`src/rtl/diag_i2c_pkg.sv`:
```
package diag_i2c_pkg;

    localparam int unsigned BYTE_W = 8;

    typedef enum logic [2:0] {
        ST_IDLE,
        ST_ADDR,
        ST_ADDR_ACK,
        ST_WR_BYTE,
        ST_WR_ACK,
        ST_RD_BYTE,
        ST_RD_ACK,
        ST_WAIT_STOP
    } bus_state_e;

    typedef struct packed {
        logic scl_rise;
        logic scl_fall;
        logic start;
        logic stop;
        logic sda;
    } bus_evt_t;

endpackage

```
`src/rtl/diag_i2c_sync.sv`:
```
module diag_i2c_sync #(
    parameter int unsigned STAGES = 2,
    parameter int unsigned WIDTH  = 2
) (
    input  logic             clk,
    input  logic             rst_n,
    input  logic [WIDTH-1:0] din,
    output logic [WIDTH-1:0] dout
);

    genvar g;
    generate
        for (g = 0; g < WIDTH; g++) begin : g_line
            logic [STAGES-1:0] chain;
            always_ff @(posedge clk or negedge rst_n) begin
                if (!rst_n) begin
                    chain <= '1;
                end else begin
                    chain <= {chain[STAGES-2:0], din[g]};
                end
            end
            assign dout[g] = chain[STAGES-1];
        end
    endgenerate

endmodule

```
`src/rtl/diag_i2c_events.sv`:
```
module diag_i2c_events
    import diag_i2c_pkg::*;
(
    input  logic     clk,
    input  logic     rst_n,
    input  logic     scl_s,
    input  logic     sda_s,
    output bus_evt_t evt
);

    logic scl_d;
    logic sda_d;

    always_ff @(posedge clk or negedge rst_n) begin
        if (!rst_n) begin
            scl_d <= 1'b1;
            sda_d <= 1'b1;
        end else begin
            scl_d <= scl_s;
            sda_d <= sda_s;
        end
    end

    always_comb begin
        evt.scl_rise = scl_s & ~scl_d;
        evt.scl_fall = ~scl_s & scl_d;
        evt.start    = scl_s & scl_d & sda_d & ~sda_s;
        evt.stop     = scl_s & scl_d & ~sda_d & sda_s;
        evt.sda      = sda_s;
    end

endmodule

```
`src/rtl/diag_i2c_engine.sv`:
```
module diag_i2c_engine
    import diag_i2c_pkg::*;
#(
    parameter logic [6:0]  DEV_ADDR = 7'h6C,
    parameter int unsigned NUM_WR   = 2,
    parameter int unsigned NUM_RD   = 4,
    parameter int unsigned IDX_W    = 3
) (
    input  logic              clk,
    input  logic              rst_n,
    input  bus_evt_t          evt,
    input  logic [BYTE_W-1:0] tx_byte,
    output logic              wr_en,
    output logic [IDX_W-1:0]  wr_idx,
    output logic [BYTE_W-1:0] wr_data,
    output logic              snap_en,
    output logic [IDX_W-1:0]  rd_sel,
    output logic              sda_low,
    output logic              rearm
);

    localparam int unsigned      CNT_W   = $clog2(BYTE_W + 1);
    localparam logic [CNT_W-1:0] CNT_END = CNT_W'(BYTE_W);
    localparam logic [IDX_W-1:0] WR_LIM  = IDX_W'(NUM_WR);
    localparam logic [IDX_W-1:0] RD_LAST = IDX_W'(NUM_RD - 1);

    bus_state_e state;
    bus_state_e nxt;

    logic [CNT_W-1:0]  cnt;
    logic [BYTE_W-1:0] shreg;
    logic [BYTE_W-1:0] txsh;
    logic [IDX_W-1:0]  idx;
    logic              rw;
    logic              host_ack;
    logic              rd_active;
    logic              rearm_q;

    logic byte_done;
    logic addr_hit;

    assign byte_done = evt.scl_fall && (cnt == CNT_END);
    assign addr_hit  = (shreg[BYTE_W-1:1] == DEV_ADDR);

    // state register
    always_ff @(posedge clk or negedge rst_n) begin
        if (!rst_n) begin
            state <= ST_IDLE;
        end else begin
            state <= nxt;
        end
    end

    // next-state logic
    always_comb begin
        nxt = state;
        if (evt.stop) begin
            nxt = ST_IDLE;
        end else if (evt.start) begin
            nxt = ST_ADDR;
        end else begin
            unique case (state)
                ST_IDLE: nxt = ST_IDLE;
                ST_ADDR: begin
                    if (byte_done) nxt = addr_hit ? ST_ADDR_ACK : ST_WAIT_STOP;
                end
                ST_ADDR_ACK: begin
                    if (evt.scl_fall) nxt = rw ? ST_RD_BYTE : ST_WR_BYTE;
                end
                ST_WR_BYTE: begin
                    if (byte_done) nxt = (idx < WR_LIM) ? ST_WR_ACK : ST_WAIT_STOP;
                end
                ST_WR_ACK: begin
                    if (evt.scl_fall) nxt = ST_WR_BYTE;
                end
                ST_RD_BYTE: begin
                    if (byte_done) nxt = ST_RD_ACK;
                end
                ST_RD_ACK: begin
                    if (evt.scl_fall) nxt = (host_ack && idx < RD_LAST) ? ST_RD_BYTE : ST_WAIT_STOP;
                end
                ST_WAIT_STOP: nxt = ST_WAIT_STOP;
                default: nxt = ST_IDLE;
            endcase
        end
    end

    // datapath: bit counter, shifters, byte index, read tracking
    always_ff @(posedge clk or negedge rst_n) begin
        if (!rst_n) begin
            cnt       <= '0;
            shreg     <= '0;
            txsh      <= '1;
            idx       <= '0;
            rw        <= 1'b0;
            host_ack  <= 1'b0;
            rd_active <= 1'b0;
            rearm_q   <= 1'b0;
        end else if (evt.start || evt.stop) begin
            cnt       <= '0;
            idx       <= '0;
            txsh      <= '1;
            rearm_q   <= rd_active;
            rd_active <= 1'b0;
        end else begin
            rearm_q <= 1'b0;
            if (snap_en) rd_active <= 1'b1;
            unique case (state)
                ST_ADDR, ST_WR_BYTE: begin
                    if (evt.scl_rise) begin
                        shreg <= {shreg[BYTE_W-2:0], evt.sda};
                        cnt   <= cnt + 1'b1;
                    end
                    if (state == ST_ADDR && byte_done) rw <= shreg[0];
                end
                ST_ADDR_ACK: begin
                    if (evt.scl_fall) begin
                        cnt <= '0;
                        idx <= '0;
                        if (rw) txsh <= tx_byte;
                    end
                end
                ST_WR_ACK: begin
                    if (evt.scl_fall) begin
                        cnt <= '0;
                        idx <= idx + 1'b1;
                    end
                end
                ST_RD_BYTE: begin
                    if (evt.scl_rise) cnt <= cnt + 1'b1;
                    if (evt.scl_fall) begin
                        if (cnt == CNT_END) txsh <= '1;
                        else txsh <= {txsh[BYTE_W-2:0], 1'b1};
                    end
                end
                ST_RD_ACK: begin
                    if (evt.scl_rise) host_ack <= ~evt.sda;
                    if (evt.scl_fall && host_ack && idx < RD_LAST) begin
                        idx  <= idx + 1'b1;
                        txsh <= tx_byte;
                        cnt  <= '0;
                    end
                end
                ST_IDLE, ST_WAIT_STOP: begin
                    cnt <= '0;
                end
                default: cnt <= '0;
            endcase
        end
    end

    // outputs
    always_comb begin
        wr_en   = (state == ST_WR_BYTE) && byte_done && (idx < WR_LIM);
        wr_idx  = idx;
        wr_data = shreg;
        snap_en = (state == ST_ADDR) && byte_done && addr_hit && shreg[0];
        rd_sel  = (state == ST_RD_ACK) ? idx + 1'b1 : idx;
        rearm   = rearm_q;
        unique case (state)
            ST_ADDR_ACK, ST_WR_ACK: sda_low = 1'b1;
            ST_RD_BYTE:             sda_low = ~txsh[BYTE_W-1];
            default:                sda_low = 1'b0;
        endcase
    end

endmodule

```
`src/rtl/diag_i2c_regs.sv`:
```
module diag_i2c_regs
    import diag_i2c_pkg::*;
#(
    parameter int unsigned NUM_WR      = 2,
    parameter int unsigned NUM_RD      = 4,
    parameter int unsigned IDX_W       = 3,
    parameter int unsigned MIRROR_BYTE = 2,
    parameter int unsigned STBY_BYTE   = 1,
    parameter int unsigned STBY_BIT    = 4,
    parameter int unsigned DIAG_BYTE   = 0,
    parameter int unsigned DIAG_BIT    = 6
) (
    input  logic                     clk,
    input  logic                     rst_n,
    input  logic                     wr_en,
    input  logic [IDX_W-1:0]         wr_idx,
    input  logic [BYTE_W-1:0]        wr_data,
    input  logic                     snap_en,
    input  logic [NUM_RD*BYTE_W-1:0] stat_i,
    input  logic [IDX_W-1:0]         rd_sel,
    output logic [BYTE_W-1:0]        tx_byte,
    output logic [NUM_WR*BYTE_W-1:0] ctrl_o
);

    logic [BYTE_W-1:0] ctrl_q [NUM_WR];
    logic [BYTE_W-1:0] shadow [NUM_RD];

    genvar w, r;
    generate
        for (w = 0; w < NUM_WR; w++) begin : g_ctrl
            always_ff @(posedge clk or negedge rst_n) begin
                if (!rst_n) begin
                    ctrl_q[w] <= '0;
                end else if (wr_en && wr_idx == IDX_W'(w)) begin
                    ctrl_q[w] <= wr_data;
                end
            end
            assign ctrl_o[w*BYTE_W +: BYTE_W] = ctrl_q[w];
        end

        for (r = 0; r < NUM_RD; r++) begin : g_shadow
            logic [BYTE_W-1:0] snap_val;
            if (r == MIRROR_BYTE) begin : g_mirror
                assign snap_val = {ctrl_q[STBY_BYTE][STBY_BIT],
                                   ctrl_q[DIAG_BYTE][DIAG_BIT],
                                   stat_i[r*BYTE_W +: BYTE_W-2]};
            end else begin : g_plain
                assign snap_val = stat_i[r*BYTE_W +: BYTE_W];
            end
            always_ff @(posedge clk or negedge rst_n) begin
                if (!rst_n) begin
                    shadow[r] <= '0;
                end else if (snap_en) begin
                    shadow[r] <= snap_val;
                end
            end
        end
    endgenerate

    always_comb begin
        tx_byte = '1;
        for (int k = 0; k < NUM_RD; k++) begin
            if (rd_sel == IDX_W'(k)) tx_byte = shadow[k];
        end
    end

endmodule

```
`src/rtl/diag_i2c_slave.sv`:
```
module diag_i2c_slave
    import diag_i2c_pkg::*;
#(
    parameter logic [6:0]  DEV_ADDR    = 7'h6C,
    parameter int unsigned NUM_WR      = 2,
    parameter int unsigned NUM_RD      = 4,
    parameter int unsigned SYNC_STAGES = 2
) (
    input  logic                     clk,
    input  logic                     rst_n,
    input  logic                     scl_i,
    input  logic                     sda_i,
    output logic                     sda_drive_low_o,
    output logic [NUM_WR*BYTE_W-1:0] ctrl_o,
    input  logic [NUM_RD*BYTE_W-1:0] stat_i,
    output logic                     rearm_o
);

    localparam int unsigned MAXB  = (NUM_RD > NUM_WR) ? NUM_RD : NUM_WR;
    localparam int unsigned IDX_W = $clog2(MAXB + 1);

    logic [1:0]        lines_s;
    bus_evt_t          evt;
    logic [BYTE_W-1:0] tx_byte;
    logic              wr_en;
    logic [IDX_W-1:0]  wr_idx;
    logic [BYTE_W-1:0] wr_data;
    logic              snap_en;
    logic [IDX_W-1:0]  rd_sel;

    diag_i2c_sync #(
        .STAGES (SYNC_STAGES),
        .WIDTH  (2)
    ) u_sync (
        .clk   (clk),
        .rst_n (rst_n),
        .din   ({scl_i, sda_i}),
        .dout  (lines_s)
    );

    diag_i2c_events u_events (
        .clk   (clk),
        .rst_n (rst_n),
        .scl_s (lines_s[1]),
        .sda_s (lines_s[0]),
        .evt   (evt)
    );

    diag_i2c_engine #(
        .DEV_ADDR (DEV_ADDR),
        .NUM_WR   (NUM_WR),
        .NUM_RD   (NUM_RD),
        .IDX_W    (IDX_W)
    ) u_engine (
        .clk     (clk),
        .rst_n   (rst_n),
        .evt     (evt),
        .tx_byte (tx_byte),
        .wr_en   (wr_en),
        .wr_idx  (wr_idx),
        .wr_data (wr_data),
        .snap_en (snap_en),
        .rd_sel  (rd_sel),
        .sda_low (sda_drive_low_o),
        .rearm   (rearm_o)
    );

    diag_i2c_regs #(
        .NUM_WR (NUM_WR),
        .NUM_RD (NUM_RD),
        .IDX_W  (IDX_W)
    ) u_regs (
        .clk     (clk),
        .rst_n   (rst_n),
        .wr_en   (wr_en),
        .wr_idx  (wr_idx),
        .wr_data (wr_data),
        .snap_en (snap_en),
        .stat_i  (stat_i),
        .rd_sel  (rd_sel),
        .tx_byte (tx_byte),
        .ctrl_o  (ctrl_o)
    );

endmodule

```
`config.mk`:
```
export PLATFORM = sky130hd
export DESIGN_NAME = diag_i2c_slave
export DESIGN_NICKNAME = d
export VERILOG_FILES = /design/src/rtl/diag_i2c_pkg.sv /design/src/rtl/diag_i2c_sync.sv /design/src/rtl/diag_i2c_events.sv /design/src/rtl/diag_i2c_engine.sv /design/src/rtl/diag_i2c_regs.sv /design/src/rtl/diag_i2c_slave.sv
export SDC_FILE = /design/constraint.sdc
export NUM_CORES = 1
export LEC_CHECK = 0
export BUFFER_PORTS_ARGS = -buffer_cell sky130_fd_sc_hd__buf_2
export CORE_MARGIN = 3
export CORE_UTILIZATION = 50
export CTS_CLUSTER_SIZE = 30
export DETAILED_ROUTE_END_ITERATION = 10
export GPL_TIMING_DRIVEN = 1
export PLACE_DENSITY = 0.71
export SLEW_MARGIN = 20
export SYNTH_ARGS = -nofsm -noshare
export SYNTH_HDL_FRONTEND = slang
export SYNTH_SLANG_ARGS = --single-unit
export TNS_END_PERCENT = 30
```
`constraint.sdc`:
```
create_clock -name clk -period 4.6 [get_ports clk]
set_clock_uncertainty 0.2 [all_clocks]
set_input_delay 0.23 -clock clk [delete_from_list [all_inputs] [get_ports clk]]
set_output_delay 0.23 -clock clk [all_outputs]
set_load 0.01 [all_outputs]
```
==> metrics.cfg <==
[synthesis]
yosys-top-cells-count=sky130_fd_sc_hd__dfrtp_1 (70), sky130_fd_sc_hd__mux2_1 (29), sky130_fd_sc_hd__mux2_2 (28)
post_synth_inst_count=358
synth_top_family_by_area=multiplexers
synth_top_flop_cell=sky130_fd_sc_hd__dfrtp_1
yosys.cell_count.top_type=sky130_fd_sc_hd__dfrtp_1
ys_seq_elements=84
synthesis.area_sq_um=4130
postSynth.asyncResetShare_pct=100
syn_area_per_cell_sq_um=11.5
synthAdderAreaFrac_pct=1.51
area_fraction_in_compound_gates_after_synthesis_pct=15.2
synth_top_cells_by_area=sky130_fd_sc_hd__dfrtp_1 (42%), sky130_fd_sc_hd__dfstp_2 (8.9%), sky130_fd_sc_hd__mux2_1 (7.9%)
netlist.area_leader.share_pct=42.4
yosysSeqAreaShare_pct=51.3
synthSimpleGateAreaFrac_pct=10.7
synth.mux.area_fraction_pct=16.0
synth_fp_nets=399
synth_enable_flop_cells=0
synth_xor_area_share_pct=0.636
synth_cell_type_count=61
synth_area_leader_cell=sky130_fd_sc_hd__dfrtp_1
synthesis.yosys.warnings=0

[critical_path]
critPathRequiredTime_ns=4.70
critical_path_peak_fanout=17
critical_path.endpoint_type=flop
reg2reg_to=u_engine.txsh[7]$_DFFE_PN1P_
setup.worst_path.start_class=flop
rr_startpoint=u_engine.wr_idx[1]$_DFFE_PN0P_
critical_path_class=flop to flop
worstRegToRegCells=7
r2r_setup_slack_ns=1.50
critPathArrivalTime_ns=3.21

[clock_network]
cts_tree=done
cts_root_buffer=sky130_fd_sc_hd__clkbuf_8
cts_post_setup_buffers_inserted=0
postCtsResizedCells=0
cts_max_level=3
cts_made_buffers=9
clock_sink_count=84
postCtsHoldBufs=33
clk_pin_slew_worst_paths_ns=0.08
cts_max_path_buffers=2
insertion_delay_ns=0.36

[route]
vias_per_cell=5.76
drt_first_iter_violations=155
route.detailed.drc=0
routed_wire_length_per_instance_um=16.3
m1WireLength_um=4070
detailroute.wirelength.met3_um=415
route.met2.wl_um=4200
first_drt_pass_iteration_count=4
antenna_left=0
highest-signal-layer=met4
drt_wl_total_um=8830
vias=3115

[sta]
final.setup.tns_ns=0
worstMarginPinSlew_ns=0.939
slew-limit-headroom_pct=37.2
drv_slew=0
unrepaired_setup_endpoints_after_global_routing=false
finalSetupViolCount=0
whs_ns=0.159
fmax_ghz=0.322
final_hold_viol_count=0
fin_crit_ns=3.10
period_share_pct=67.4

[placed_design]
numPortBuffers=51
detailedPlacementHpwl_um=5640
placedCellCount=492
placed_inst_area_sq_um=4410
gpl.final_weighted_congestion=0.851

[global_route]
number_of_global_route_vias_before_repair=3117
grt_first_pass_wirelength_um=15000
grt_antenna_before_repair=0
grt_start_max_net_pins=85
globalRouteOverflowTotal=0
grt.total_usage_pct=19.5

[layout]
drive_above_1_share_pct=26.4
filler_cell_count=609
diode_count=0
synthToLayoutAreaGrowth_pct=20.3
layout.area.seq_sq_um=2120
postLayoutCellArea_sq_um=4970
final_cell_count_no_fill=541
multi_input_gate_area_sq_um=1820
nNetsFinal=475

[pwr]
power_w=0.00222
power_per_cell_area_nw_per_um2=447
p_leak_nw=2.37
peakVddDrop_uv=218

[floorplanning]
die_h_um=96.9
initial_core_util_pct=52.4
fp-row-count=32
die_w_um=96.9
die_area_sq_um=9390
core_area_sq_um=7890
design.portCount=54

[job]
maxCapViolations=0

[worst_hold_path]
hold-path-endpoint=u_sync.g_line[1].chain[1]$_DFF_PN1_
hold_path_depth=0
worstHoldPathType=flop to flop
hold_path_startpoint=u_sync.g_line[1].chain[0]$_DFF_PN1_

[run_status]
run_status=completed

[layout by cell type, fill, tap and decap left out, types with 7 or more instances in the layout]
master / synthesis / layout
sky130_fd_sc_hd__clkbuf_8: 0 / 10
sky130_fd_sc_hd__o22a_1: 8 / 8
sky130_fd_sc_hd__buf_2: 8 / 50
sky130_fd_sc_hd__a21oi_1: 10 / 10
sky130_fd_sc_hd__mux2_1: 29 / 29
sky130_fd_sc_hd__dfstp_2: 14 / 14
sky130_fd_sc_hd__inv_1: 20 / 20
sky130_fd_sc_hd__o21ai_0: 19 / 19
sky130_fd_sc_hd__dfrtp_1: 70 / 70
sky130_fd_sc_hd__nor2_1: 14 / 14
sky130_fd_sc_hd__nand2_1: 21 / 21
sky130_fd_sc_hd__a211oi_1: 7 / 7
sky130_fd_sc_hd__a221oi_1: 8 / 8
sky130_fd_sc_hd__dlygate4sd3_1: 0 / 33
sky130_fd_sc_hd__mux2_2: 28 / 28
[report_power, final]
group	internal, W	switching, W	total, W	leakage [nW]
registers	0.000851	0.000151	0.00100	1.11
clock network	0.000323	0.000268	0.000591	0.110
logic	0.000287	0.000340	0.000627	1.15
[cells by family (layout without fill, tap and decap cells)]
logic type | Yosys count | count (layout)
compound gates | 88 | 88
flops | 84 | 84
simple gates | 79 | 79
mux | 59 | 59
buf+inv | 40 | 121
fa+ha+maj | 5 | 5
xor+xnor | 3 | 3
[sequential cells by signal (all words and copies together), names as in the netlist]
signal / count
u_engine.cnt: 4
u_engine.host_ack: 1
u_engine.rd_active: 1
u_engine.rearm: 1
u_engine.rw: 1
u_engine.state: 3
u_engine.txsh: 8
u_engine.wr_data: 8
u_engine.wr_idx: 3
u_events.scl_d: 1
u_events.sda_d: 1
u_regs.ctrl_o: 16
u_regs.shadow: 32
u_sync.g_line.chain: 4
[worst max-delay path by stage]
stage                              endpoint  depth (start not counted)  slack (ns)                      startpoint
4_1_cts        u_engine.txsh[7]$_DFFE_PN1P_                          7        1.55  u_engine.wr_idx[1]$_DFFE_PN0P_
2_1_floorplan  u_engine.txsh[1]$_DFFE_PN1P_                          9        2.19  u_engine.wr_idx[1]$_DFFE_PN0P_
3_5_place_dp   u_engine.txsh[7]$_DFFE_PN1P_                          7        1.59  u_engine.wr_idx[1]$_DFFE_PN0P_
5_1_grt        u_engine.txsh[4]$_DFFE_PN1P_                          7        1.30  u_engine.wr_idx[1]$_DFFE_PN0P_
3_3_place_gp   u_engine.txsh[7]$_DFFE_PN1P_                          7        1.67  u_engine.wr_idx[1]$_DFFE_PN0P_
6_report       u_engine.txsh[7]$_DFFE_PN1P_                          7        1.50  u_engine.wr_idx[1]$_DFFE_PN0P_
[routing by layer]
layer / vias to the layer above / GRT usage, %
met5: - / 0
met4: 0 / 8.21
met3: 15 / 4.25
met2: 77 / 29.7
met1: 1555 / 27.0
li1: 1468 / -
[layout make-up]
cell class / instances / area share [%]
Clock buffer: 11 / 2.84
Tap cell: 102 / 2.57
Multi-Input combinational cell: 234 / 36.7
Inverter: 20 / 1.51
Timing Repair Buffer: 85 / 12.1
Sequential cell: 84 / 42.6
Clock inverter: 5 / 1.71
[metrics by stage]
stage	setup slack, ns	utilization [%]
global placement	1.67	55.9
CTS	1.55	63.0
detailed placement	1.59	55.9
finish	1.50	63.0
floorplan	2.19	-
global route	1.30	63.0
[worst max-delay path: stages (launching register included)]
cell	delay, ns
sky130_fd_sc_hd__dfrtp_1	0.68
sky130_fd_sc_hd__inv_1	0.23
sky130_fd_sc_hd__ha_1	0.48
sky130_fd_sc_hd__and4b_1	0.41
sky130_fd_sc_hd__a21o_1	0.25
sky130_fd_sc_hd__a221oi_2	0.09
sky130_fd_sc_hd__a2111oi_1	0.48
sky130_fd_sc_hd__o22a_1	0.23
Power figures use the tool's default switching activity.
